### src/rtl/board_ctl_regs.sv
module board_ctl_regs #(
  parameter int DW    = 32,
  parameter int DEC_W = 20
) (
  input  logic              clk,
  input  logic              rst_n,
  input  logic              big_endian,
  input  logic [31:0]       addr,
  input  logic              wr_en,
  input  logic [DW-1:0]     wr_data,
  output logic [DW-1:0]     rd_data,
  input  logic              sda_in,
  output logic [7:0]        leds,
  output logic [8*(DW/4)-1:0] disp,
  output logic              rst_req,
  output logic              scl,
  output logic              sda
);
  localparam int NPOS = DW / 4;
  localparam logic [DEC_W-1:0] A_SWITCH = 'h200, A_STATUS = 'h208, A_JUMPER = 'h210,
    A_LAMP = 'h408, A_HEXW = 'h410, A_POS0 = 'h418, A_POSN = 'h418 + 8 * (NPOS - 1),
    A_RESTART = 'h500, A_TRAP = 'h508, A_AUXO = 'hA00, A_AUXI = 'hA08,
    A_LIN = 'hB00, A_LOE = 'hB08, A_LOUT = 'hB10, A_LSEL = 'hB18;
  localparam logic [7:0] SPACE = 8'h20, KICK = 8'h42;

  logic [DEC_W-1:0] off, pos_off;
  logic [7:0]       lamp_q, trap_q, aux_q;
  logic [1:0]       oe_q;
  logic             sel_q;
  logic [DW-1:0]    line_q;
  logic [7:0]       chars_q [NPOS];
  logic             is_pos;

  function automatic logic [7:0] hexchar(input logic [3:0] n);
    return (n < 4'd10) ? 8'h30 + {4'h0, n} : 8'h37 + {4'h0, n};
  endfunction

  assign off     = addr[DEC_W-1:0];
  assign pos_off = off - A_POS0;
  assign is_pos  = (off >= A_POS0) && (off <= A_POSN) && (off[2:0] == 3'b000);

  always_ff @(posedge clk or negedge rst_n) begin
    if (!rst_n) begin
      lamp_q  <= '0;
      trap_q  <= 8'h0A;
      aux_q   <= '0;
      oe_q    <= '0;
      sel_q   <= 1'b1;
      line_q  <= DW'(3);
      rst_req <= 1'b0;
      for (int k = 0; k < NPOS; k++) chars_q[k] <= SPACE;
    end else begin
      rst_req <= wr_en && (off == A_RESTART) && (wr_data == DW'(KICK));
      if (wr_en) begin
        case (off)
          A_LAMP: lamp_q <= wr_data[7:0];
          A_TRAP: trap_q <= wr_data[7:0];
          A_AUXO: aux_q  <= wr_data[7:0];
          A_LOE:  oe_q   <= wr_data[1:0];
          A_LSEL: sel_q  <= wr_data[0];
          A_LOUT: line_q <= wr_data;
          A_HEXW:
            for (int k = 0; k < NPOS; k++)
              chars_q[k] <= hexchar(wr_data[DW-1-4*k -: 4]);
          default:
            if (is_pos) chars_q[pos_off[5:3]] <= wr_data[7:0];
        endcase
      end
    end
  end

  always_comb begin
    rd_data = '0;
    case (off)
      A_SWITCH, A_JUMPER: rd_data = '0;
      A_STATUS: rd_data = big_endian ? DW'(8'h12) : DW'(8'h10);
      A_LAMP:   rd_data = DW'(lamp_q);
      A_TRAP:   rd_data = DW'(trap_q);
      A_AUXO:   rd_data = DW'(aux_q);
      A_AUXI:   rd_data = sel_q ? line_q : '0;
      A_LIN:    rd_data = DW'({1'b1, sda_in});
      A_LOE:    rd_data = DW'(oe_q);
      A_LOUT:   rd_data = line_q;
      A_LSEL:   rd_data = DW'(sel_q);
      default:  rd_data = '0;
    endcase
  end

  for (genvar g = 0; g < NPOS; g++) begin : g_disp
    assign disp[8*g +: 8] = chars_q[g];
  end

  assign leds = lamp_q;
  assign scl  = line_q[1];
  assign sda  = line_q[0];
endmodule

### config.mk
export PLATFORM = sky130hd
export DESIGN_NAME = board_ctl_regs
export DESIGN_NICKNAME = d
export VERILOG_FILES = /design/src/rtl/board_ctl_regs.sv
export SDC_FILE = /design/constraint.sdc
export NUM_CORES = 1
export LEC_CHECK = 0
export ABC_AREA = 1
export ABC_CLOCK_PERIOD_IN_PS = 1400
export BUFFER_PORTS_ARGS = -buffer_cell sky130_fd_sc_hd__buf_2
export CAP_MARGIN = 10
export CORE_MARGIN = 2
export CORE_UTILIZATION = 37
export CTS_CLUSTER_SIZE = 25
export DETAILED_ROUTE_END_ITERATION = 10
export SLEW_MARGIN = 20
export SYNTH_ARGS = -nofsm -noshare
export SYNTH_HDL_FRONTEND = slang
export SYNTH_SLANG_ARGS = --single-unit
### constraint.sdc
create_clock -name clk -period 1.4 [get_ports clk]
set_clock_uncertainty 0.05 [all_clocks]
set_input_delay 0.07 -clock clk [delete_from_list [all_inputs] [get_ports clk]]
set_output_delay 0.07 -clock clk [all_outputs]
set_load 0.005 [all_outputs]
# Word level (Yosys, flattened, before mapping)
# Cells that the tools add are included.
[totals]
input_bits = 69
word_cells = 89
register_bits = 124
[op_classes]
n_lt_le_gt_ge = 12
muxes = 16
n_addsub = 17
bitwise = 2
n_reduce_logical = 15
n_eq_ne = 12
[ops]
columns = ["cell", "n"]
rows = [
  ["32-bit case mux with 9 select lines", 1],
  ["64-bit case mux with 2 select lines", 1],
  ["20-bit by 12-bit equality test with 1-bit output (second input constant)", 6],
  ["6-bit by 4-bit adder with 7-bit output (first input constant)", 16],
  ["20-bit by 11-bit equality test with 1-bit output (second input constant)", 4],
  ["64-bit bitwise mux", 1],
  ["64-bit two-way mux", 1],
  ["7-bit two-way mux", 8],
  ["32-bit by 7-bit equality test with 1-bit output (second input constant)", 1],
  ["4-bit < comparator (second input constant)", 8],
  ["32-bit two-way mux", 1],
  ["8-bit demux with 3-bit select", 1],
  ["20-bit by 10-bit equality test with 1-bit output (second input constant)", 1],
  ["20-bit by 11-bit greater-or-equal comparator with 1-bit output (second input constant)", 1],
  ["20-bit by 11-bit <= comparator with 1-bit output (second input constant)", 1],
  ["2-bit AND reduction", 6],
  ["8-bit two-way mux", 1],
  ["6-bit OR reduction", 1],
  ["6-bit by 5-bit subtractor with 6-bit output (second input constant)", 1],
  ["1-bit logical AND", 5],
  ["4-bit greater-or-equal comparator (second input constant)", 1],
  ["4-bit by 1-bit < comparator with 1-bit output (second input constant)", 1],
  ["3-bit inverter with 4-bit output", 1],
  ["3-bit zero test", 1],
  ["other kinds (4)", 4],
]

# Logic depth before layout (Yosys ltp)
# Gate-level depths: netlist (run 1).
[depth]
word_depth = 9
mapped_depth = 12

# Least setup slack after synthesis (run 1)
# Ideal clock, no wire load.
[synth_timing]
path_type = "input -> register"
startpoint = "input addr[3]"
endpoint = "register chars_q (netlist bit disp[32])"
path_slack_ns = -0.291
path_stages = 9
arrival_time_ns = 1.524
t_required_ns = 1.233
path_cell_list = "inv_2 ha_1 inv_1 nor3_1 inv_1 nand2_2 nand3_4 nand2_1 nand2_1"
[synth_between]
elab_chain_len = 9
word_cells_on_any_way = 25
cone_classes = "add/sub (1); order compare (4); eq/ne (7); mux (5); bitwise (2); reduce/logical (6)"
[synth_lines]
columns = ["item", "line", "rtl"]
rows = [
  ["from (decl)", "8", "input logic [31:0] addr,"],
  ["6-bit by 5-bit subtractor with 6-bit output", "39", "assign pos_off = off - A_POS0;"],
  ["3-bit inverter with 4-bit output (implied by the code)", "66", "if (is_pos) chars_q[pos_off[5:3]] <= wr_data[7:0];"],
  ["4-bit greater-or-equal comparator (implied by the code) or 4-bit by 1-bit < comparator with 1-bit output (tied branches)", "66", ""],
  ["1-bit logical AND (implied by the code)", "66", ""],
  ["8-bit two-way mux (implied by the code)", "66", ""],
  ["8-bit demux with 3-bit select", "66", ""],
  ["64-bit bitwise mux", "66", ""],
  ["64-bit two-way mux", "66", ""],
  ["64-bit case mux with 2 select lines", "55", "case (off)"],
  ["to (signal, indexed assignment)", "64", "chars_q[k] <= hexchar(wr_data[DW-1-4*k -: 4]);"],
  ["to (signal, indexed assignment)", "66", ""],
  ["to (decl)", "31", "logic [7:0] chars_q [NPOS];"],
]
# Several ways; a longest one is shown, not always the timed one. The select of a mux whose other input is x is not followed.
# A chain may end at the register's enable or synchronous reset.

# Worst setup path in the final report (run 1)
[layout_timing]
startpoint = "register sel_q"
endpoint = "output rd_data[1]"
[layout_between]
elab_chain_len = 2
[layout_lines]
columns = ["item", "line", "rtl"]
rows = [
  ["from (decl)", "29", "logic sel_q;"],
  ["from (signal assigned)", "60", "A_LSEL: sel_q <= wr_data[0];"],
  ["32-bit two-way mux", "80", "A_AUXI: rd_data = sel_q ? line_q : '0;"],
  ["32-bit case mux with 9 select lines", "74", "case (off)"],
  ["to (decl)", "11", "output logic [DW-1:0] rd_data,"],
]
# No other way between the ends.

==> results by group, run 1 <==
Outcome
  – Status: finished, violations left
  – Failing checks: negative setup slack

Floorplanning
  – Die area: 21630 sq um
  – Horiz. Die Dim: 147.1 microns
  – Chip Height: 147.1 microns
  – Std cell rows: 52
  – IO Pins: 176
  – Core Box Area: 20170 sq um
  – Initial core utilization: 0.3756

Clocking
  – Total number of H-tree levels: 4
  – Clock tree from TritonCTS: done
  – Root Buffer: clkbuf_16
  – Number of clock sinks seen by CTS: 124
  – TritonCTS Buffers: 17
  – Clock Pin Slew Worst Setup and Hold Paths: 0.06 ns
  – Maximum clock insertion buffer count: 2
  – Source-to-sink clock delay at the later pin of the worst-skew pair: 0.42 ns

Timing
  – Setup violations, final: 32
  – Worst-Margin Slew: 0.3936 ns
  – Slew Viols, Final: 0
  – Headroom to the max-slew limit: 0.7376
  – Highest attainable clock frequency: 0.5769 GHz
  – RSZ-0062 raised after global routing: yes
  – Tcrit/Tclk final: 1.238
  – Period minus WS final: 1.733 ns
  – Setup slack of the critical path after layout: -0.3334 ns
  – Number of hold violations in the final report: 0

Finish
  – Non-filler cells in the finished layout: 1618
  – Final Cell Area: 10830 sq um
  – Synth-to-layout area growth: 43.01%
  – Filler cell count: 1962
  – Share of post-route cells with drive strength above 1: 0.3217
  – Commonest non-fill, non-tap cell in the layout: nand2_1
  – Leading cell types in the layout, fill and taps excluded: nand2_1 (366), buf_2 (161), nand4_1 (112)
  – Nets: 1420

Setup path
  – Critical register-to-register path startpoint: sel_q$_DFFE_PN1P_
  – Critical path class: flip-flop to primary output
  – Depth of the most critical reg-to-reg path: 2
  – CP max stage cell: dfstp_2
  – Ordered cell list for the critical path: nand4_1 -> nand2_2 -> buf_6 -> nand2_2 -> nand3b_1 -> buf_2
  – Terminus of the critical flop-to-flop path: sel_q$_DFFE_PN1P_
  – Signal arrival time at the worst endpoint: 1.61 ns
  – Crit-path most repeated cell: nand2_2
  – Maximum fanout along the worst path: 8
  – Startpoint type of the worst setup path: flip-flop
  – Register-to-register setup slack: 0.53 ns
  – Type of destination of the critical path: primary output
  – Required time reported for the critical path endpoint: 1.28 ns
  – Largest stage delay, worst path: 0.53 ns

Power
  – Power density over the cells: 847.5 nW/um^2
  – Maximum ir drop on the vdd rail: 0.6902 mV
  – Static power due to leakage: 0.005744 uW
  – Overall power after layout: 9181 uW

Synthesis
  – Distinct cell type count after synthesis: 32
  – Total of flip-flops plus latches after synthesis: 124
  – Cell area after synthesis: 7575 sq um
  – Count of warnings emitted by yosys: 0
  – Average footprint of a synthesized cell: 7.153 sq um
  – Register area share after synthesis: 0.4118
  – Net Count, Synth: 1146
  – Number of instances in the synthesized netlist: 1059

Global route
  – Overall track demand over capacity in global routing: 0.2288
  – Total grt overflow: 0
  – Number of antenna violations at the first check in global routing: 2
  – Vias in the first global route: 7635
  – Maximum number of pins on one net before global-route repair: 65
  – Global-route wire length before repair: 39120 microns

Placed design
  – Placed Area: 9788 sq um
  – Placed Cells incl. Taps: 1553
  – Dpl hpwl: 18630 microns
  – IO Port Bufs: 163
  – Final RePlAce weighted congestion: 0.9021
  – Place WS: -0.2597 ns

Drt
  – Detailed-route DRC error count: 0
  – Wirelength per Cell: 15.17 microns
  – Vias per std cell: 4.934
  – DRT Pass-1 Iters: 5
  – Routed Antenna Nets: 0
  – Total detailed-routing wirelength: 24540 microns
  – Routed via count: 7983
  – Number of DRC markers after the initial detailed-route iteration: 528

Worst hold path
  – End of the worst hold path: disp[51]$_DFFE_PN0P_
  – Hold wc startpoint: wr_data[3]
  – Min-Delay Path Depth: 5
  – HP Class: primary input to flip-flop

Flow run
  – Maximum capacitance violations: 0
[worst max-delay path, delay by kind of cell, from the launching register on]
family | cells | cell delay, ns
buf+inv | 2 | 0.29
simple gates | 4 | 0.37
flops | 1 | 0.53
[logic make-up (layout without fill, tap and decap cells)]
kind of cell,count (synthesis),in the layout,synth area share
flops,124,124,0.4118
other cells,0,2,0
compound gates,102,102,0.06739
simple gates,658,658,0.3956
buf+inv,147,434,0.08259
xor+xnor,9,9,0.01140
mux,1,1,0.001487
fa+ha+maj,18,18,0.02973
[per-stage QoR]
step	utilization	hold slack [ns]	setup TNS, ns
finish	0.5371	0.02951	-9.421
global route	0.5371	0.06200	-12.21
CTS	0.5294	0.02568	-10.56
detailed placement	0.4853	-0.02433	-26.54
global placement	0.4853	-0.02369	-22.12
floorplan	-	-0.2756	-0.8444
[layout make-up]
class / instances / area, sq um / share of cell area
Clock inverter: 13 / 142.6 / 0.01317
Tap cell: 270 / 337.8 / 0.03119
Timing Repair Buffer: 306 / 2187 / 0.2019
Antenna cell: 2 / 5.005 / 0.0004620
Multi-Input combinational cell: 788 / 4214 / 0.3890
Clock buffer: 19 / 452.9 / 0.04181
Inverter: 96 / 374.1 / 0.03453
Sequential cell: 124 / 3119 / 0.2879
[registers in the layout, indices dropped and copies added, names as in the netlist]
| signal | cells |
|---|---|
| trap_q | 8 |
| leds | 8 |
| oe_q | 2 |
| disp | 64 |
| sel_q | 1 |
| rst_req | 1 |
| line_q | 32 |
| aux_q | 8 |
[what timing repair did]
| action | in CTS | in global routing |
|---|---|---|
| gates cloned | 0 | 1 |
| hold endpoints to repair | 135 | 0 |
| hold buffers | 23 | 0 |
| endpoints found under the setup margin | 32 | 52 |
| setup buffers | 1 | 6 |
| pin swaps | 1 | 10 |
| gates resized for setup | 19 | 31 |
[per-layer routing]
metal | track usage | share of wire | wire length [microns] | vias to the layer above
met2 | 0.3773 | 0.48 | 11840 | 237
met3 | 0.03478 | 0.051 | 1254 | 38
met1 | 0.3077 | 0.45 | 10930 | 3685
li1 | - | - | - | 4023
met4 | 0.08029 | 0.021 | 519 | 0
met5 | 0 | 0 | 0 | -
[synthesized netlist by cell type]
library cell | instances | area, sq um
a21oi_1 | 4 | 20.02
and2_1 | 1 | 6.260
buf_1 | 2 | 7.510
buf_2 | 8 | 40.04
buf_4 | 3 | 22.52
buf_6 | 7 | 78.83
clkbuf_1 | 31 | 116.4
clkinv_1 | 2 | 7.510
dfrtp_1 | 111 | 2778
dfstp_2 | 13 | 341.6
ha_1 | 18 | 225.2
inv_1 | 84 | 315.3
inv_2 | 10 | 37.54
mux2_2 | 1 | 11.26
nand2_1 | 378 | 1419
nand2_2 | 11 | 68.82
nand2_8 | 1 | 20.02
nand3_1 | 28 | 140.1
nand3_2 | 7 | 70.07
nand3_4 | 3 | 52.55
nand3b_1 | 1 | 7.510
nand4_1 | 112 | 700.7
nor2_1 | 98 | 367.9
nor2_2 | 2 | 12.51
nor2_4 | 4 | 45.04
nor3_1 | 7 | 35.03
nor3_4 | 2 | 32.53
nor4_1 | 3 | 18.77
o21ai_0 | 65 | 325.3
o21ai_1 | 33 | 165.2
xor2_1 | 8 | 70.07
xor2_2 | 1 | 16.27
[power breakdown]
group / internal (uW) / switching [uW]
registers: 3590 / 0.104
clock network: 2720 / 1720
logic: 441 / 715
total: 6740 / 2440
[worst max-delay path by stage]
stage	start	to	slack (ns)	depth (start not counted)
3_3_place_gp	addr[19]	disp[27]$_DFFE_PN0P_	-0.23	12
3_5_place_dp	addr[12]	disp[30]$_DFFE_PN0P_	-0.26	12
2_1_floorplan	addr[7]	disp[12]$_DFFE_PN0P_	-0.03	11
6_report	sel_q$_DFFE_PN1P_	rd_data[1]	-0.33	6
4_1_cts	sel_q$_DFFE_PN1P_	rd_data[26]	-0.36	6
5_1_grt	sel_q$_DFFE_PN1P_	rd_data[18]	-0.42	6
No activity file was read; power rests on OpenSTA's default activity.
==> inputs of run 2 (changes only) <==
--- a/config.mk
+++ b/config.mk
@@ -6,7 +6,7 @@
 export NUM_CORES = 1
 export LEC_CHECK = 0
 export ABC_AREA = 1
-export ABC_CLOCK_PERIOD_IN_PS = 1400
+export ABC_CLOCK_PERIOD_IN_PS = 2000
 export BUFFER_PORTS_ARGS = -buffer_cell sky130_fd_sc_hd__buf_2
 export CAP_MARGIN = 10
 export CORE_MARGIN = 2
==> constraint.sdc (replaced) <==
create_clock -name clk -period 2 [get_ports clk]
set_clock_uncertainty 0.05 [all_clocks]
set_input_delay 0.1 -clock clk [delete_from_list [all_inputs] [get_ports clk]]
set_output_delay 0.1 -clock clk [all_outputs]
set_load 0.005 [all_outputs]
==> run 2 against run 1 <==
Net effect:
- the run now ends clean
- register-to-register slack better by 0.65 ns
- utilization down 5.6 points
- flip-flop and latch count unchanged
- setup slack better by 0.48 ns
- via count down 3.2%
- die area unchanged
- sequential power down 30%
- worst hold slack worse by 0.015 ns
- non-clock buffer count down 79
- global-route usage down 0.41 points
- clock power down 28%
- design area down 10%
==> results by group, run 2 (synthesized netlist as in run 1, its figures left out) <==
Placed design
  – Place WS: 0.04877 ns (+0.3084 ns)
  – Dpl hpwl: 17790 microns (-4.5%)
  – IO Port Bufs: 163 (unchanged)
  – Placed Area: 8884 sq um (-9.2%)
  – Final RePlAce weighted congestion: 0.8859 (-1.8%)

Setup path
  – Critical path class: flip-flop to primary output
  – Buffers plus inverters on the worst setup path: 2 (unchanged)
  – Startpoint type of the worst setup path: flip-flop
  – Maximum fanout along the worst path: 24 (+16)
  – Crit path max-delay family: flip-flops
  – Required time reported for the critical path endpoint: 1.85 ns (+0.57 ns)
  – Ordered cell list for the critical path: nand4_1 -> nand2_2 -> inv_2 -> nor2_1 -> buf_2
  – Signal arrival time at the worst endpoint: 1.70 ns (+0.09 ns)
  – Type of destination of the critical path: primary output
  – CP max stage cell: dfstp_2
  – Largest stage delay, worst path: 0.54 ns (about the same)

Clocking
  – Number of setup buffers added after CTS: 0 (-1)
  – Root Buffer: clkbuf_16
  – PostCTS Resize Cnt: 0 (-19)
  – Maximum clock insertion buffer count: 2 (unchanged)
  – Total number of H-tree levels: 4 (unchanged)
  – Number of clock sinks seen by CTS: 124 (unchanged)
  – Clock Pin Slew Worst Setup and Hold Paths: 0.06 ns (about the same)
  – Clock tree from TritonCTS: done
  – TritonCTS Buffers: 17 (unchanged)
  – Source-to-sink clock delay at the later pin of the worst-skew pair: 0.42 ns (about the same)

Global route
  – Global-route wire length before repair: 38110 microns (-2.6%)
  – Overall track demand over capacity in global routing: 0.2246 (-0.004130)
  – Total grt overflow: 0 (unchanged)
  – Maximum number of pins on one net before global-route repair: 65 (unchanged)
  – Number of antenna violations at the first check in global routing: 1 (-1)
  – Vias in the first global route: 7310 (-4.3%)

Drt
  – Wirelength per Cell: 15.52 microns (+2.3%)
  – Total detailed-routing wirelength: 23880 microns (-2.7%)
  – Number of DRC markers after the initial detailed-route iteration: 604 (+14%)
  – Routed via count: 7724 (-3.2%)
  – Vias per std cell: 5.022 (+1.8%)
  – DRT Pass-1 Iters: 5 (unchanged)
  – Detailed-route DRC error count: 0 (unchanged)
  – Routed Antenna Nets: 0 (unchanged)

Timing
  – Number of hold violations in the final report: 0 (unchanged)
  – Slew Viols, Final: 0 (unchanged)
  – Highest attainable clock frequency: 0.5397 GHz
  – Period minus WS final: 1.853 ns
  – Headroom to the max-slew limit: 0.6266 (-0.1110)
  – Setup slack of the critical path after layout: 0.1472 ns (+0.4806 ns)
  – Worst-Margin Slew: 0.5595 ns (+0.1659 ns)
  – Setup violations, final: 0 (-100%)
  – RSZ-0062 raised after global routing: no
  – Summed negative setup slack over all endpoints: 0 ns (+9.421 ns)
  – Tcrit/Tclk final: 0.9264

Flow run
  – Maximum capacitance violations: 0 (unchanged)

Finish
  – Commonest non-fill, non-tap cell in the layout: nand2_1
  – Number of flip-flops under the largest register name: 64 (unchanged)
  – Final Cell Area: 9697 sq um (-10%)
  – Nets: 1341 (-5.6%)
  – Leading cell types in the layout, fill and taps excluded: nand2_1 (378), buf_2 (162), nand4_1 (112)
  – Synth-to-layout area growth: 28.01%
  – Share of post-route cells with drive strength above 1: 0.2320 (-0.08965)

Floorplanning
  – Chip Height: 147.1 microns (unchanged)
  – Die area: 21630 sq um (unchanged)
  – IO Pins: 176 (unchanged)
  – Core Box Area: 20170 sq um (unchanged)
  – Horiz. Die Dim: 147.1 microns (unchanged)
  – Initial core utilization: 0.3756 (unchanged)
  – Std cell rows: 52 (unchanged)

Power
  – Gate power share: 0.100 (-0.026)
  – Overall power after layout: 6332 uW (-31%)
  – Sequential share of power: 0.397 (+0.006)
  – Switching power: 1629 uW (-33%)
  – Power density over the cells: 653.0 nW/um^2 (-23%)
  – Maximum ir drop on the vdd rail: 0.5192 mV (-25%)
  – Switching fraction of total power: 0.2573 (-0.008097)
  – Clock share of power: 0.503 (+0.020)
  – Static power due to leakage: 0.005252 uW (-8.6%)
  – P_int: 4703 uW (-30%)

Worst hold path
  – HP Class: primary input to flip-flop

Outcome
  – Status: completed
==> run 2: cell count changes in the layout (fill, tap and decap cells not counted), moves of 5 or more <==
cell	previous run	this run
o21ai_0	59	65
nand2_4	7	0
inv_1	78	84
nand3_4	15	3
nand3_1	19	28
nor2_2	18	2
o21ai_2	5	0
buf_4	101	38
nor2_1	78	98
nand2_1	366	378
buf_12	17	7
==> run 2: power groups by stage <==
| stage | Clock, uW | Sequential (uW) | Combinational [uW] |
|---|---|---|---|
| 2_1_floorplan | 0 | 2560 | 298 |
| 3_3_place_gp | 0 | 2560 | 585 |
| 3_5_place_dp | 0 | 2560 | 591 |
| 4_1_cts | 3240 | 2510 | 628 |
| 5_1_grt | 3350 | 2510 | 706 |
| 6_report | 3190 | 2510 | 633 |
==> run 2: per-layer routing <==
metal | part of all wire | GRT usage | vias to the layer above
met5 | 0 | 0 | -
met4 | 0.015 | 0.06731 | 0
met3 | 0.059 | 0.04534 | 26
met2 | 0.47 | 0.3603 | 250
met1 | 0.46 | 0.3084 | 3596
li1 | - | - | 3852
==> run 2: repair_timing <==
action / CTS / global route
endpoints found under the hold margin: 78 / 0
hold buffers: 20 / 0
endpoints found under the setup margin: 0 / 0
==> run 2: through the flow <==
step / hold WS, ns / util / cells
3_5_place_dp: 0.03733 / 0.4404 / 1485
4_1_cts: 0.009734 / 0.4806 / 1537
3_3_place_gp: 0.03591 / 0.4404 / 1485
2_1_floorplan: -0.2456 / - / 1059
6_report: 0.01496 / 0.4808 / 1538
5_1_grt: 0.01688 / 0.4808 / 1538
==> run 2: area by class of cell <==
class                      instances  area (sq um)
fill                            2074         10470
multi-input combinational        788          3830
sequential                       124          3119
timing repair buffer             227          1436
clock buffer                      18         439.2
inverter                          96         360.3
tap                              270         337.8
clock inverter                    14         171.4
antenna                            1         2.502
==> run 2: worst paths after layout <==
check	start	end	slack [ns]	depth (start not counted)
worst max-delay path	sel_q$_DFFE_PN1P_	rd_data[11]	0.15	5
worst min-delay path	wr_data[23]	line_q[23]$_DFFE_PN0P_	0.01	3
worst max register to register	line_q[0]$_DFFE_PN1P_	line_q[0]$_DFFE_PN1P_	1.18	2
worst min register to register	disp[13]$_DFFE_PN1P_	disp[13]$_DFFE_PN1P_	0.41	2
max in group asynchronous	rst_n	disp[21]$_DFFE_PN1P_	1.10	3
min in group asynchronous	rst_n	leds[5]$_DFFE_PN0P_	0.12	2
==> run 2: worst register-to-register path, stage by stage (launching register included) <==
cell	delay [ns]
dfstp_2	0.56
nand2_1	0.05
o21ai_0	0.08
==> inputs of run 3 (changes only) <==
--- a/config.mk
+++ b/config.mk
@@ -6,9 +6,8 @@
 export NUM_CORES = 1
 export LEC_CHECK = 0
 export ABC_AREA = 1
-export ABC_CLOCK_PERIOD_IN_PS = 2000
+export ABC_CLOCK_PERIOD_IN_PS = 1500
 export BUFFER_PORTS_ARGS = -buffer_cell sky130_fd_sc_hd__buf_2
-export CAP_MARGIN = 10
 export CORE_MARGIN = 2
 export CORE_UTILIZATION = 37
 export CTS_CLUSTER_SIZE = 25
==> constraint.sdc (replaced) <==
create_clock -name clk -period 1.5 [get_ports clk]
set_clock_uncertainty 0.05 [all_clocks]
set_input_delay 0.075 -clock clk [delete_from_list [all_inputs] [get_ports clk]]
set_output_delay 0.075 -clock clk [all_outputs]
set_load 0.005 [all_outputs]
==> run 3 against run 2 <==
Net effect:
- the flow now finishes with violations (negative setup slack)
- first-iteration DRC count rose by 26%
- sequential share of layout area fell by 2.4 points
- design area rose by 8.2%
- register-to-register slack got worse by 0.55 ns
- clock-buffer cell count rose by 3
- die area did not move
- flip-flop and latch count did not move
- non-clock buffer count rose by 88
- setup slack got worse by 0.36 ns
==> results by group, run 3 (synthesized netlist as in run 1, its figures left out) <==
Outcome
  – Status: finished, violations left
  – Failing checks: negative setup slack

Global route
  – Global-route met1 utilization: 0.3174 (+0.008996)
  – Number of antenna violations at the first check in global routing: 1 (unchanged)
  – Global-route wire length before repair: 39180 microns (+2.8%)
  – Total grt overflow: 0 (unchanged)
  – Vias in the first global route: 7603 (+4.0%)
  – Top Usage Layer GRT: met2
  – Met2 demand-to-capacity share in global routing: 0.3724 (+0.01215)
  – GR met3 Demand/Resource: 0.03851 (-0.006832)
  – Maximum number of pins on one net before global-route repair: 65 (unchanged)
  – Overall track demand over capacity in global routing: 0.2305 (+0.005896)

Drt
  – DRT Pass-1 Iters: 5 (unchanged)
  – Number of DRC markers after the initial detailed-route iteration: 760 (+26%)
  – Routed Antenna Nets: 0 (unchanged)
  – Routed via count: 7988 (+3.4%)
  – Detailed-route DRC error count: 0 (unchanged)
  – Total detailed-routing wirelength: 24560 microns (+2.9%)
  – Wirelength per Cell: 15.10 microns (-2.8%)
  – Vias per std cell: 4.910 (-2.2%)

Placed design
  – Dpl hpwl: 18780 microns (+5.6%)
  – Place WS: -0.2479 ns (-0.2967 ns)
  – IO Port Bufs: 163 (unchanged)
  – Final RePlAce weighted congestion: 0.9449 (+6.7%)

Setup path
  – Terminus of the critical flop-to-flop path: sel_q$_DFFE_PN1P_
  – Maximum fanout along the worst path: 6 (-75%)
  – Critical path class: flip-flop to primary output
  – Largest stage delay, worst path: 0.53 ns (about the same)
  – Signal arrival time at the worst endpoint: 1.59 ns (-0.11 ns)
  – CP max stage cell: dfstp_2
  – Crit-path most repeated cell: nand2_2
  – Ordered cell list for the critical path: nand4_1 -> nand2_2 -> buf_6 -> nand2_2 -> nand3b_1 -> buf_2
  – Critical register-to-register path startpoint: sel_q$_DFFE_PN1P_
  – Type of destination of the critical path: primary output
  – Depth of the most critical reg-to-reg path: 2 (unchanged)
  – Required time reported for the critical path endpoint: 1.37 ns (-0.48 ns)
  – Register-to-register setup slack: 0.63 ns (-0.55 ns)
  – Startpoint type of the worst setup path: flip-flop
  – Startpoint of the worst setup timing path: sel_q$_DFFE_PN1P_

Timing
  – Period minus WS final: 1.711 ns
  – Number of hold violations in the final report: 0 (unchanged)
  – Summed negative setup slack over all endpoints: -5.125 ns (-5.125 ns)
  – Setup slack of the critical path after layout: -0.2110 ns (-0.3582 ns)
  – RSZ-0062 raised after global routing: yes
  – Tightest hold margin: 0.01853 ns (+0.003564 ns)
  – Highest attainable clock frequency: 0.5845 GHz
  – Slew Viols, Final: 0 (unchanged)
  – Headroom to the max-slew limit: 0.6363 (+0.009638)
  – Worst-Margin Slew: 0.5456 ns (-0.01384 ns)
  – Setup violations, final: 32 (+32)
  – Tcrit/Tclk final: 1.141

Clocking
  – Source-to-sink clock delay at the later pin of the worst-skew pair: 0.42 ns (about the same)
  – Total number of H-tree levels: 4 (unchanged)
  – Number of clock sinks seen by CTS: 124 (unchanged)
  – Clock tree from TritonCTS: done
  – TritonCTS Buffers: 17 (unchanged)
  – Maximum clock insertion buffer count: 2 (unchanged)
  – Clock Pin Slew Worst Setup and Hold Paths: 0.06 ns (about the same)
  – Root Buffer: clkbuf_16

Worst hold path
  – HP Class: primary input to flip-flop
  – Min-Delay Path Depth: 3 (unchanged)
  – Hold wc startpoint: wr_data[23]
  – End of the worst hold path: line_q[23]$_DFFE_PN0P_

Floorplanning
  – Initial core utilization: 0.3756 (unchanged)
  – Std cell rows: 52 (unchanged)
  – Horiz. Die Dim: 147.1 microns (unchanged)
  – IO Pins: 176 (unchanged)
  – Chip Height: 147.1 microns (unchanged)
  – Die area: 21630 sq um (unchanged)
  – Core Box Area: 20170 sq um (unchanged)

Power
  – Static power due to leakage: 0.005704 uW (+8.6%)
  – Maximum ir drop on the vdd rail: 0.6672 mV (+29%)
  – Power density over the cells: 816.0 nW/um^2 (+25%)

Finish
  – Layout Utilization: 0.5200 (+0.03927)
  – Nets: 1429 (+6.6%)
  – Number of flip-flops under the largest register name: 64 (unchanged)
  – Synth-to-layout area growth: 38.47%
  – Leading cell types in the layout, fill and taps excluded: nand2_1 (375), buf_2 (162), buf_4 (118)
  – Commonest non-fill, non-tap cell in the layout: nand2_1
  – Share of post-route cells with drive strength above 1: 0.2959 (+0.06390)

Flow run
  – Maximum capacitance violations: 0 (unchanged)
## run 3: cell count changes in the layout (fill, tap and decap cells not counted), moves of 4 or more
cell      previous run  this run
buf_12               7        11
clkinv_4             5         1
inv_2               10        16
buf_4               38       118
ha_2                 0         4
inv_1               84        77
o21ai_0             65        59
ha_1                18        13
## run 3: worst max path at each step
stage | to | slack (ns) | cells past startpoint
floorplan | disp[24]$_DFFE_PN0P_ | -0.07 | 7
global placement | rd_data[15] | -0.26 | 10
detailed placement | rd_data[15] | -0.25 | 11
CTS | rd_data[15] | -0.24 | 5
global route | rd_data[30] | -0.28 | 5
finish | rd_data[1] | -0.21 | 6
## run 3: cell type report
type	instances	area, sq um
antenna	2	5.005
clock buffer	21	450.4
clock inverter	11	142.6
fill	2060	9681
inverter	96	362.8
multi-input combinational	788	3911
sequential	124	3119
tap	270	337.8
timing repair buffer	315	2160
## run 3: critical path: cells and delay by family (launching register included)
family	cells	cell delay, ns
and+or+nand+nor	4	0.37
DFF	1	0.53
buffers and inverters	2	0.27
## run 3: power by group
part	leakage [uW]	switching (uW)	internal [uW]	total, uW
registers	0.00169	0.0951	3350	3350
clock network	0.000287	1540	2650	4190
logic	0.00373	622	399	1020
total	0.00570	2160	6400	8560
## run 3: routing by layer
layer,vias up,routed length [microns]
li1,4033,-
met1,3700,11310
met2,224,11330
met3,31,1409
met4,0,507
met5,-,0
## run 3: metrics by stage
| stage | total power (uW) | area [sq um] | instances |
|---|---|---|---|
| finish | 8559 | 10490 | 1627 |
| global route | 8896 | 10490 | 1626 |
| CTS | 8625 | 10430 | 1624 |
| detailed placement | 4353 | 9590 | 1568 |
| global placement | 4346 | 9590 | 1568 |
| floorplan | 3816 | 7609 | 1059 |
## run 3: timing repair
item,4_1_cts,5_1_grt
gates resized for setup,3,28
endpoints found under the setup margin,32,48
pin swaps,3,10
hold endpoints to repair,134,0
hold buffers,22,0
buffers inserted,2,1
